**config.mk**
```make
export PLATFORM = sky130hd
export DESIGN_NAME = dual_interval_timer
export DESIGN_NICKNAME = d
export VERILOG_FILES = /design/src/rtl/dual_timer_pkg.sv /design/src/rtl/timer_ctrl.sv /design/src/rtl/timer_channel.sv /design/src/rtl/timer_datapath.sv /design/src/rtl/dual_interval_timer.sv
export SDC_FILE = /design/constraint.sdc
export NUM_CORES = 1
export LEC_CHECK = 0
export BUFFER_PORTS_ARGS = -buffer_cell sky130_fd_sc_hd__buf_2
export CELL_PAD_IN_SITES_DETAIL_PLACEMENT = 0
export CELL_PAD_IN_SITES_GLOBAL_PLACEMENT = 1
export CORE_AREA = 2 2 100 121
export DETAILED_ROUTE_END_ITERATION = 8
export DIE_AREA = 0 0 102 123
export PLACE_DENSITY = 0.55
export RECOVER_POWER = 100
export SLEW_MARGIN = 20
export SYNTH_ARGS = -nofsm -noshare
export SYNTH_HDL_FRONTEND = slang
export SYNTH_SLANG_ARGS = --single-unit
```
**constraint.sdc**
```tcl
create_clock -name clk -period 2.4 [get_ports clk]
set_input_delay 0 -clock clk [delete_from_list [all_inputs] [get_ports clk]]
set_output_delay 0 -clock clk [all_outputs]
set_load 0.02 [all_outputs]
```
**src/rtl/dual_timer_pkg.sv**
```systemverilog
package dual_timer_pkg;
  localparam int SEL_W = 4;

  localparam logic [SEL_W-1:0] OFS_T1_CNT_LO = 4'h4;
  localparam logic [SEL_W-1:0] OFS_T1_CNT_HI = 4'h5;
  localparam logic [SEL_W-1:0] OFS_T1_LAT_LO = 4'h6;
  localparam logic [SEL_W-1:0] OFS_T1_LAT_HI = 4'h7;
  localparam logic [SEL_W-1:0] OFS_T2_CNT_LO = 4'h8;
  localparam logic [SEL_W-1:0] OFS_T2_CNT_HI = 4'h9;

  typedef struct packed {
    logic t1LatLoWr;
    logic t1LatHiWr;
    logic t1Start;
    logic t1ClrHit;
    logic t2LatWr;
    logic t2Start;
    logic t2ClrHit;
  } strobe_t;
endpackage

```
**src/rtl/timer_ctrl.sv**
```systemverilog
module timer_ctrl
  import dual_timer_pkg::*;
(
  input  logic             wrEn,
  input  logic             rdEn,
  input  logic [SEL_W-1:0] regSel,
  output strobe_t          strb
);
  always_comb begin
    strb = '0;
    strb.t1LatLoWr = wrEn && (regSel == OFS_T1_CNT_LO || regSel == OFS_T1_LAT_LO);
    strb.t1LatHiWr = wrEn && (regSel == OFS_T1_CNT_HI || regSel == OFS_T1_LAT_HI);
    strb.t1Start   = wrEn && (regSel == OFS_T1_CNT_HI);
    strb.t1ClrHit  = strb.t1LatHiWr || (rdEn && regSel == OFS_T1_CNT_LO);
    strb.t2LatWr   = wrEn && (regSel == OFS_T2_CNT_LO);
    strb.t2Start   = wrEn && (regSel == OFS_T2_CNT_HI);
    strb.t2ClrHit  = strb.t2Start || (rdEn && regSel == OFS_T2_CNT_LO);
  end
endmodule

```
**src/rtl/timer_channel.sv**
```systemverilog
module timer_channel #(
  parameter int CNT_W      = 16,
  parameter bit HAS_RELOAD = 1'b1
) (
  input  logic             clk,
  input  logic             rstN,
  input  logic             tick,
  input  logic             freeRun,
  input  logic             load,
  input  logic [CNT_W-1:0] loadVal,
  input  logic [CNT_W-1:0] reloadVal,
  output logic [CNT_W-1:0] cnt,
  output logic             setPulse
);
  logic armed;

  always_ff @(posedge clk) begin
    if (!rstN) begin
      cnt      <= '0;
      armed    <= 1'b0;
      setPulse <= 1'b0;
    end else begin
      setPulse <= 1'b0;
      if (load) begin
        cnt   <= loadVal;
        armed <= 1'b1;
      end else if (tick) begin
        if (cnt == '0 && armed) begin
          setPulse <= 1'b1;
          if (HAS_RELOAD && freeRun) begin
            cnt <= reloadVal;
          end else begin
            cnt   <= cnt - 1'b1;
            armed <= 1'b0;
          end
        end else begin
          cnt <= cnt - 1'b1;
        end
      end
    end
  end
endmodule

```
**src/rtl/timer_datapath.sv**
```systemverilog
module timer_datapath
  import dual_timer_pkg::*;
#(
  parameter int DATA_W = 8
) (
  input  logic              clk,
  input  logic              rstN,
  input  logic              tickEn,
  input  logic              freeRun,
  input  strobe_t           strb,
  input  logic [SEL_W-1:0]  regSel,
  input  logic [DATA_W-1:0] wrData,
  output logic [DATA_W-1:0] rdData,
  output logic              t1SetPulse,
  output logic              t1ClrReq,
  output logic              t2SetPulse,
  output logic              t2ClrReq
);
  localparam int CNT_W = 2 * DATA_W;

  logic [DATA_W-1:0] t1LatLo, t1LatHi, t2LatLo;
  logic [CNT_W-1:0]  t1Cnt, t2Cnt;

  always_ff @(posedge clk) begin
    if (!rstN) begin
      t1LatLo  <= '0;
      t1LatHi  <= '0;
      t2LatLo  <= '0;
      t1ClrReq <= 1'b0;
      t2ClrReq <= 1'b0;
    end else begin
      if (strb.t1LatLoWr) t1LatLo <= wrData;
      if (strb.t1LatHiWr) t1LatHi <= wrData;
      if (strb.t2LatWr)   t2LatLo <= wrData;
      t1ClrReq <= strb.t1ClrHit;
      t2ClrReq <= strb.t2ClrHit;
    end
  end

  timer_channel #(.CNT_W(CNT_W), .HAS_RELOAD(1'b1)) u_t1 (
    .clk      (clk),
    .rstN     (rstN),
    .tick     (tickEn),
    .freeRun  (freeRun),
    .load     (strb.t1Start),
    .loadVal  ({wrData, t1LatLo}),
    .reloadVal({t1LatHi, t1LatLo}),
    .cnt      (t1Cnt),
    .setPulse (t1SetPulse)
  );

  timer_channel #(.CNT_W(CNT_W), .HAS_RELOAD(1'b0)) u_t2 (
    .clk      (clk),
    .rstN     (rstN),
    .tick     (tickEn),
    .freeRun  (1'b0),
    .load     (strb.t2Start),
    .loadVal  ({wrData, t2LatLo}),
    .reloadVal({wrData, t2LatLo}),
    .cnt      (t2Cnt),
    .setPulse (t2SetPulse)
  );

  always_comb begin
    unique case (regSel)
      OFS_T1_CNT_LO: rdData = t1Cnt[DATA_W-1:0];
      OFS_T1_CNT_HI: rdData = t1Cnt[CNT_W-1:DATA_W];
      OFS_T1_LAT_LO: rdData = t1LatLo;
      OFS_T1_LAT_HI: rdData = t1LatHi;
      OFS_T2_CNT_LO: rdData = t2Cnt[DATA_W-1:0];
      OFS_T2_CNT_HI: rdData = t2Cnt[CNT_W-1:DATA_W];
      default:       rdData = '0;
    endcase
  end
endmodule

```
**src/rtl/dual_interval_timer.sv**
```systemverilog
module dual_interval_timer
  import dual_timer_pkg::*;
#(
  parameter int ADDR_W = 8,
  parameter int DATA_W = 8
) (
  input  logic              clk,
  input  logic              rstN,
  input  logic              tickEn,
  input  logic              freeRun,
  input  logic              wrEn,
  input  logic              rdEn,
  input  logic [ADDR_W-1:0] busAddr,
  input  logic [DATA_W-1:0] wrData,
  output logic [DATA_W-1:0] rdData,
  output logic              t1SetPulse,
  output logic              t1ClrReq,
  output logic              t2SetPulse,
  output logic              t2ClrReq
);
  logic [SEL_W-1:0] regSel;
  logic             unusedHighAddr;
  strobe_t          strb;

  assign regSel         = busAddr[SEL_W-1:0];
  assign unusedHighAddr = ^busAddr[ADDR_W-1:SEL_W];

  timer_ctrl u_ctrl (
    .wrEn  (wrEn),
    .rdEn  (rdEn),
    .regSel(regSel),
    .strb  (strb)
  );

  timer_datapath #(.DATA_W(DATA_W)) u_dp (
    .clk       (clk),
    .rstN      (rstN),
    .tickEn    (tickEn),
    .freeRun   (freeRun),
    .strb      (strb),
    .regSel    (regSel),
    .wrData    (wrData),
    .rdData    (rdData),
    .t1SetPulse(t1SetPulse),
    .t1ClrReq  (t1ClrReq),
    .t2SetPulse(t2SetPulse),
    .t2ClrReq  (t2ClrReq)
  );
endmodule

```
==> results of run 1 <==
-- cells by family (layout without fill, tap and decap cells) --
family	count (synthesis)	after routing	share of synthesized area, %
muxes	27	27	8.35
DFF	62	62	37.0
buffers and inverters	35	74	4.28
adders and majority gates	3	3	1.12
xor gates and xnor gates	20	20	5.22
and+or+nand+nor	154	154	23.8
AOI/OAI and AO/OA	110	110	20.2
-- metal layers --
metal / share of wire, % / wire length (um) / vias up
met5: 0 / 0 / -
met1: 47 / 5290 / 1520
met4: 1.7 / 189 / 0
met2: 49 / 5500 / 54
met3: 3.0 / 335 / 14
li1: - / - / 1569
-- state kept, by name (all words and copies together) (netlist names) --
register,cells
u_dp.t2LatLo,8
u_dp.u_t2.cnt,16
u_dp.u_t1.cnt,16
u_dp.u_t1.setPulse,1
u_dp.u_t1.armed,1
u_dp.t2ClrReq,1
u_dp.t1LatLo,8
u_dp.t1LatHi,8
u_dp.u_t2.armed,1
u_dp.t1ClrReq,1
u_dp.u_t2.setPulse,1
-- synthesized netlist by cell type, types with 4 or more instances --
library cell	n	area, um^2
a21oi_1	35	175
dfxtp_1	62	1240
and3_1	4	25.0
nor3_1	15	75.1
mux2_2	8	90.1
nand2_1	31	116
nand2b_1	4	25.0
o21ai_0	28	140
a22oi_1	18	135
clkbuf_1	18	67.6
nor4_1	4	25.0
nand3_1	12	60.1
a31oi_1	6	37.5
xnor2_1	17	149
o32ai_1	4	35.0
inv_1	8	30.0
nor2_1	53	199
mux2i_1	19	190
a211oi_1	7	52.6
-- worst max path at each step --
stage               cells past startpoint             start                end  slack (ns)
floorplan                               6  u_dp.u_t2.cnt[2]  u_dp.u_t2.cnt[15]        0.48
global placement                        7  u_dp.u_t1.cnt[0]   u_dp.u_t1.cnt[5]        0.34
detailed placement                      7  u_dp.u_t1.cnt[0]   u_dp.u_t1.cnt[5]        0.28
CTS                                     7  u_dp.u_t1.cnt[0]   u_dp.u_t1.cnt[5]        0.27
global route                            5  u_dp.u_t2.cnt[3]  u_dp.u_t2.cnt[15]        0.08
finish                                  5  u_dp.u_t2.cnt[3]  u_dp.u_t2.cnt[15]        0.23
-- power groups by stage --
stage	combinational, W	clock [W]	sequential, W
after floorplan	0.000494	0	0.00123
after global placement	0.000662	0	0.00128
after detailed placement	0.000663	0	0.00128
after CTS	0.000679	0.00119	0.00125
after global routing	0.000731	0.00126	0.00127
final	0.000652	0.00117	0.00125
-- metrics by stage --
| step | setup slack (ns) | utilization, % |
|---|---|---|
| 2_1_floorplan | 0.478 | - |
| 3_3_place_gp | 0.338 | 32.3 |
| 3_5_place_dp | 0.277 | 32.3 |
| 4_1_cts | 0.269 | 35.4 |
| 5_1_grt | 0.0844 | 34.9 |
| 6_report | 0.228 | 34.9 |
-- worst max-delay path, stage by stage (launching register included) --
cell	delay, ns
dfxtp_1	0.37
or4_1	0.61
or3_1	0.48
nor4_1	0.32
xnor2_1	0.16
a21oi_1	0.08
-- layout make-up --
class / instances / area [um^2] / area share (%)
Clock inverter: 2 / 10.0 / 0.251
Inverter: 9 / 33.8 / 0.847
Clock buffer: 12 / 246 / 6.18
Multi-Input combinational cell: 314 / 1950 / 48.9
Timing Repair Buffer: 51 / 309 / 7.75
Tap cell: 157 / 196 / 4.93
Sequential cell: 62 / 1240 / 31.1
==> flow_summary.json, run 1 <==
{
  "run_status": "completed",
  "drtAntennaViolNets": 0,
  "avgRoutedWirePerCell_um": 18.6,
  "grt.busiest_layer": "met2",
  "ys_types": 50,
  "crit_type": "reg2reg",
  "ys_seq_area_share_pct": 37.0,
  "start_kind": "flop",
  "slew_violations": 0,
  "syn_nets": 436,
  "num-fill-cells": 1254,
  "reg2reg_to": "u_dp.u_t2.cnt[15]",
  "syn_avg_cell_area_um2": 8.17,
  "hold_start": "rstN",
  "whs_ns": 0.0403,
  "synth_seq_cells": 62,
  "dieArea_mm2": 0.0125,
  "die_y_um": 123,
  "internal_power_w": 0.00212,
  "layout-drive-gt1-share_pct": 11.1,
  "tightest_slew_ns": 1.06,
  "firstDrtPassIters": 5,
  "drtIter0Drc": 147,
  "max_slew_margin_pct": 29.6,
  "rows": 43,
  "grt_max_degree": 32,
  "grtUsageMet2_pct": 31.5,
  "dpl_cell_area_mm2": 0.00368,
  "pwr-share-comb_pct": 21.2,
  "grt_use_met3_pct": 2.43,
  "overflow": 0,
  "place.gp.congestion": 0.848,
  "syn_inst": 411,
  "dp_hpwl_um": 8130,
  "synth_edf_count": 0,
  "cts_tree": "yes",
  "min_period_over_period_pct": 90.5,
  "fin_crit_ns": 2.17,
  "dp.cells": 583,
  "gr-usage-all-layers_pct": 19.1,
  "h-tree-depth": 3,
  "cts_resized": 0,
  "antenna_found_initial": 0,
  "ir_worst_vdd_mv": 0.300,
  "ys.flop_type": "dfxtp_1",
  "cap_violations": 0,
  "r2r_slack_ns": 0.23,
  "rsz0062_at_grt": "no",
  "seq_power_share_pct": 40.8,
  "vias_per_cell": 5.20,
  "min_to": "u_dp.u_t2.cnt[11]",
  "crit_fanout": 5,
  "drc_errors": 0,
  "r2r_cells": 5,
  "cts.clk_slew.worst_paths_ns": 0.05,
  "grt_pass1_vias": 3000,
  "synth_warnings": 0,
  "hold_class": "in2reg",
  "post_cts_buffers": 0,
  "clock_skew_ns": 0.00487,
  "setup_viol": 0,
  "pwr-share-clk_pct": 38.0,
  "fmax_mhz": 460,
  "layout_commonest_cell": "dfxtp_1",
  "ios": 34,
  "cts_made_buffers": 9,
  "clock_tree.buffer_depth": 2,
  "grt_pass1_wl_um": 18000,
  "finalSetupTns_ns": 0,
  "crit_required_ns": 2.59,
  "dieWidth_um": 102,
  "rr_startpoint": "u_dp.u_t2.cnt[3]",
  "synth_area_mm2": 0.00336,
  "hold_violations": 0,
  "worst-endpoint-arrival_ns": 2.36,
  "finalWirelength_um": 11300,
  "num_vias": 3157,
  "io_buffers": 29,
  "final_area_mm2": 0.00399,
  "start_util_pct": 29.4,
  "min_path_cells": 3,
  "netSwitchingFraction_pct": 30.8,
  "p_sw_w": 0.000946,
  "core_area_mm2": 0.0114,
  "clkSinkCount": 62,
  "cts-root-buf": "clkbuf_16",
  "holdBufCountCts": 10,
  "use_met1_pct": 25.4,
  "p_leak_nw": 1.47,
  "clk_latency_ns": 0.33,
  "end_kind": "flop",
  "syn2layout_area_growth_pct": 18.7,
  "final-instance-count-excl-fill": 607,
  "layout_common_cells": "62 x dfxtp_1, 53 x nor2_1, 35 x a21oi_1, 31 x nand2_1, 28 x o21ai_0",
  "fin_nets": 472,
  "p_total_w": 0.00307,
  "power_density_mw_per_mm2": 770,
  "diodes": 0,
  "synth-async-reset-ratio_pct": 0
}
Note: power is estimated with default switching activity, not from simulation.
==> inputs of run 2 (changes only) <==
Settings changed: PLACE_DENSITY 0.55 to 0.63.
==> run 2 against run 1 <==
  * Sequential power is essentially flat
  * Clock power grew 32%
  * Utilization grew 0.80 points
  * Hold slack lost 0.033 ns
  * Sequential cell count is the same
  * Combinational power is essentially flat
  * Routed wire length shrank 2.2%
  * Critical endpoint is now u_dp.u_t2.setPulse
  * Largest power group is now clock
==> flow_summary.json, run 2 (synthesized netlist as in run 1, its figures left out) <==
{
  "tightest_slew_ns": 0.964,
  "cap_violations": 0,
  "vias_per_cell": 5.14,
  "rr_startpoint": "u_dp.u_t2.cnt[7]",
  "cts-root-buf": "clkbuf_16",
  "max_slew_margin_pct": 35.8,
  "reg_top3": "u_dp.u_t1.cnt x16, u_dp.u_t2.cnt x16",
  "dp.cells": 586,
  "grt.busiest_layer": "met2",
  "clock_skew_ns": 0.00845,
  "num-fill-cells": 1261,
  "cts_made_buffers": 9,
  "finalSetupTns_ns": 0,
  "cts.clk_slew.worst_paths_ns": 0.05,
  "syn2layout_area_growth_pct": 21.4,
  "diodes": 0,
  "cts_resized": 0,
  "crit_fanout": 6,
  "grt_pass1_wl_um": 16900,
  "rows": 43,
  "start_util_pct": 29.4,
  "end_kind": "flop",
  "fin_crit_ns": 2.08,
  "min_path_cells": 3,
  "drc_errors": 0,
  "core_area_mm2": 0.0114,
  "firstDrtPassIters": 5,
  "worst-endpoint-arrival_ns": 2.35,
  "start_kind": "flop",
  "layout_commonest_cell": "dfxtp_1",
  "cts_tree": "yes",
  "clk_latency_ns": 0.33,
  "run_status": "completed",
  "min_period_over_period_pct": 86.6,
  "min_to": "u_dp.t1LatHi[0]",
  "fin_nets": 472,
  "crit_type": "reg2reg",
  "dp_hpwl_um": 8070,
  "r2r_slack_ns": 0.32,
  "ir_worst_vdd_mv": 0.319,
  "post_cts_buffers": 0,
  "crit_required_ns": 2.67,
  "layout_common_cells": "62 x dfxtp_1, 53 x nor2_1, 35 x a21oi_1, 31 x nand2_1, 28 x o21ai_0",
  "reg2reg_to": "u_dp.u_t2.setPulse",
  "drtAntennaViolNets": 0,
  "setup_viol": 0,
  "antenna_found_initial": 0,
  "dieWidth_um": 102,
  "die_y_um": 123,
  "fmax_mhz": 481,
  "p_leak_nw": 1.50,
  "h-tree-depth": 3,
  "grt_max_degree": 43,
  "grt_pass1_vias": 2965,
  "power_density_mw_per_mm2": 845,
  "r2r_cells": 4,
  "finalWirelength_um": 11100,
  "grt_use_met3_pct": 3.39,
  "grtUsageMet2_pct": 30.6,
  "io_buffers": 29,
  "rsz0062_at_grt": "no",
  "hold_start": "wrData[0]",
  "use_met1_pct": 23.3,
  "overflow": 0,
  "gr-usage-all-layers_pct": 18.3,
  "clkSinkCount": 62,
  "place.gp.congestion": 0.898,
  "layout-drive-gt1-share_pct": 11.5,
  "avgRoutedWirePerCell_um": 18.2,
  "ios": 34,
  "num_vias": 3129,
  "drtIter0Drc": 226,
  "slew_violations": 0,
  "dieArea_mm2": 0.0125,
  "clock_tree.buffer_depth": 2,
  "hold_class": "in2reg",
  "final-instance-count-excl-fill": 609,
  "hold_violations": 0
}
==> run 2: cell count changes in the layout (fill, tap and decap cells not counted), sizes merged <==
cell,before,now
bufinv,0,3
clkbuf,29,33
clkinv,3,1
dlygate4sd3,10,7
==> run 2: cell type report <==
cell class | instances | area [um^2] | area share (%)
well taps | 157 | 196 | 4.82
multi-input cells | 314 | 1960 | 48.2
clock inverters | 3 | 90.1 | 2.21
repair buffers | 51 | 292 | 7.15
clock buffers | 13 | 260 | 6.38
flip-flops and latches | 62 | 1240 | 30.4
inverters | 9 | 33.8 | 0.828
==> run 2: critical path: stages (launching register included) <==
cell and delay [ns]:
dfxtp_1 0.36, or4_1 0.57, or3_1 0.43, nor4b_1 0.45, and3_1 0.21
==> run 2: worst max path at each step <==
stage	from	end	slack [ns]
global route	u_dp.u_t2.cnt[2]	u_dp.u_t2.cnt[12]	0.20
CTS	u_dp.u_t2.cnt[7]	u_dp.u_t2.setPulse	0.28
global placement	u_dp.u_t2.cnt[7]	u_dp.u_t2.setPulse	0.35
finish	u_dp.u_t2.cnt[7]	u_dp.u_t2.setPulse	0.32
floorplan	u_dp.u_t2.cnt[2]	u_dp.u_t2.cnt[15]	0.48
detailed placement	u_dp.u_t2.cnt[7]	u_dp.u_t2.setPulse	0.32
==> run 2: layer usage <==
layer | vias to the layer above | wire length [um]
met3 | 13 | 327
met2 | 56 | 5540
li1 | 1566 | -
met4 | 0 | 220
met1 | 1494 | 4990
met5 | - | 0
==> run 2: timing repair <==
action                                  4_1_cts  5_1_grt
endpoints found under the setup margin        0        0
hold buffers                                  7        0
endpoints found under the hold margin         7        0
==> run 2: per-stage QoR <==
step / util [%] / total power (W) / cell area (um^2) / hold slack, ns / setup slack [ns]
after floorplan: - / 0.00173 / 3360 / 0.136 / 0.478
after global placement: 32.5 / 0.00192 / 3700 / 0.315 / 0.351
after detailed placement: 32.5 / 0.00193 / 3700 / 0.321 / 0.321
after CTS: 36.1 / 0.00348 / 4120 / 0.00273 / 0.285
after global routing: 35.8 / 0.00360 / 4080 / 0.0272 / 0.200
final: 35.8 / 0.00345 / 4080 / 0.00735 / 0.321
==> run 2: where the power goes <==
group | internal (W) | leakage (nW) | total (W) | switching [W]
logic | 0.000290 | 0.830 | 0.000650 | 0.000360
registers | 0.00112 | 0.505 | 0.00126 | 0.000133
clock network | 0.00107 | 0.170 | 0.00154 | 0.000470
total | 0.00249 | 1.50 | 0.00345 | 0.000962
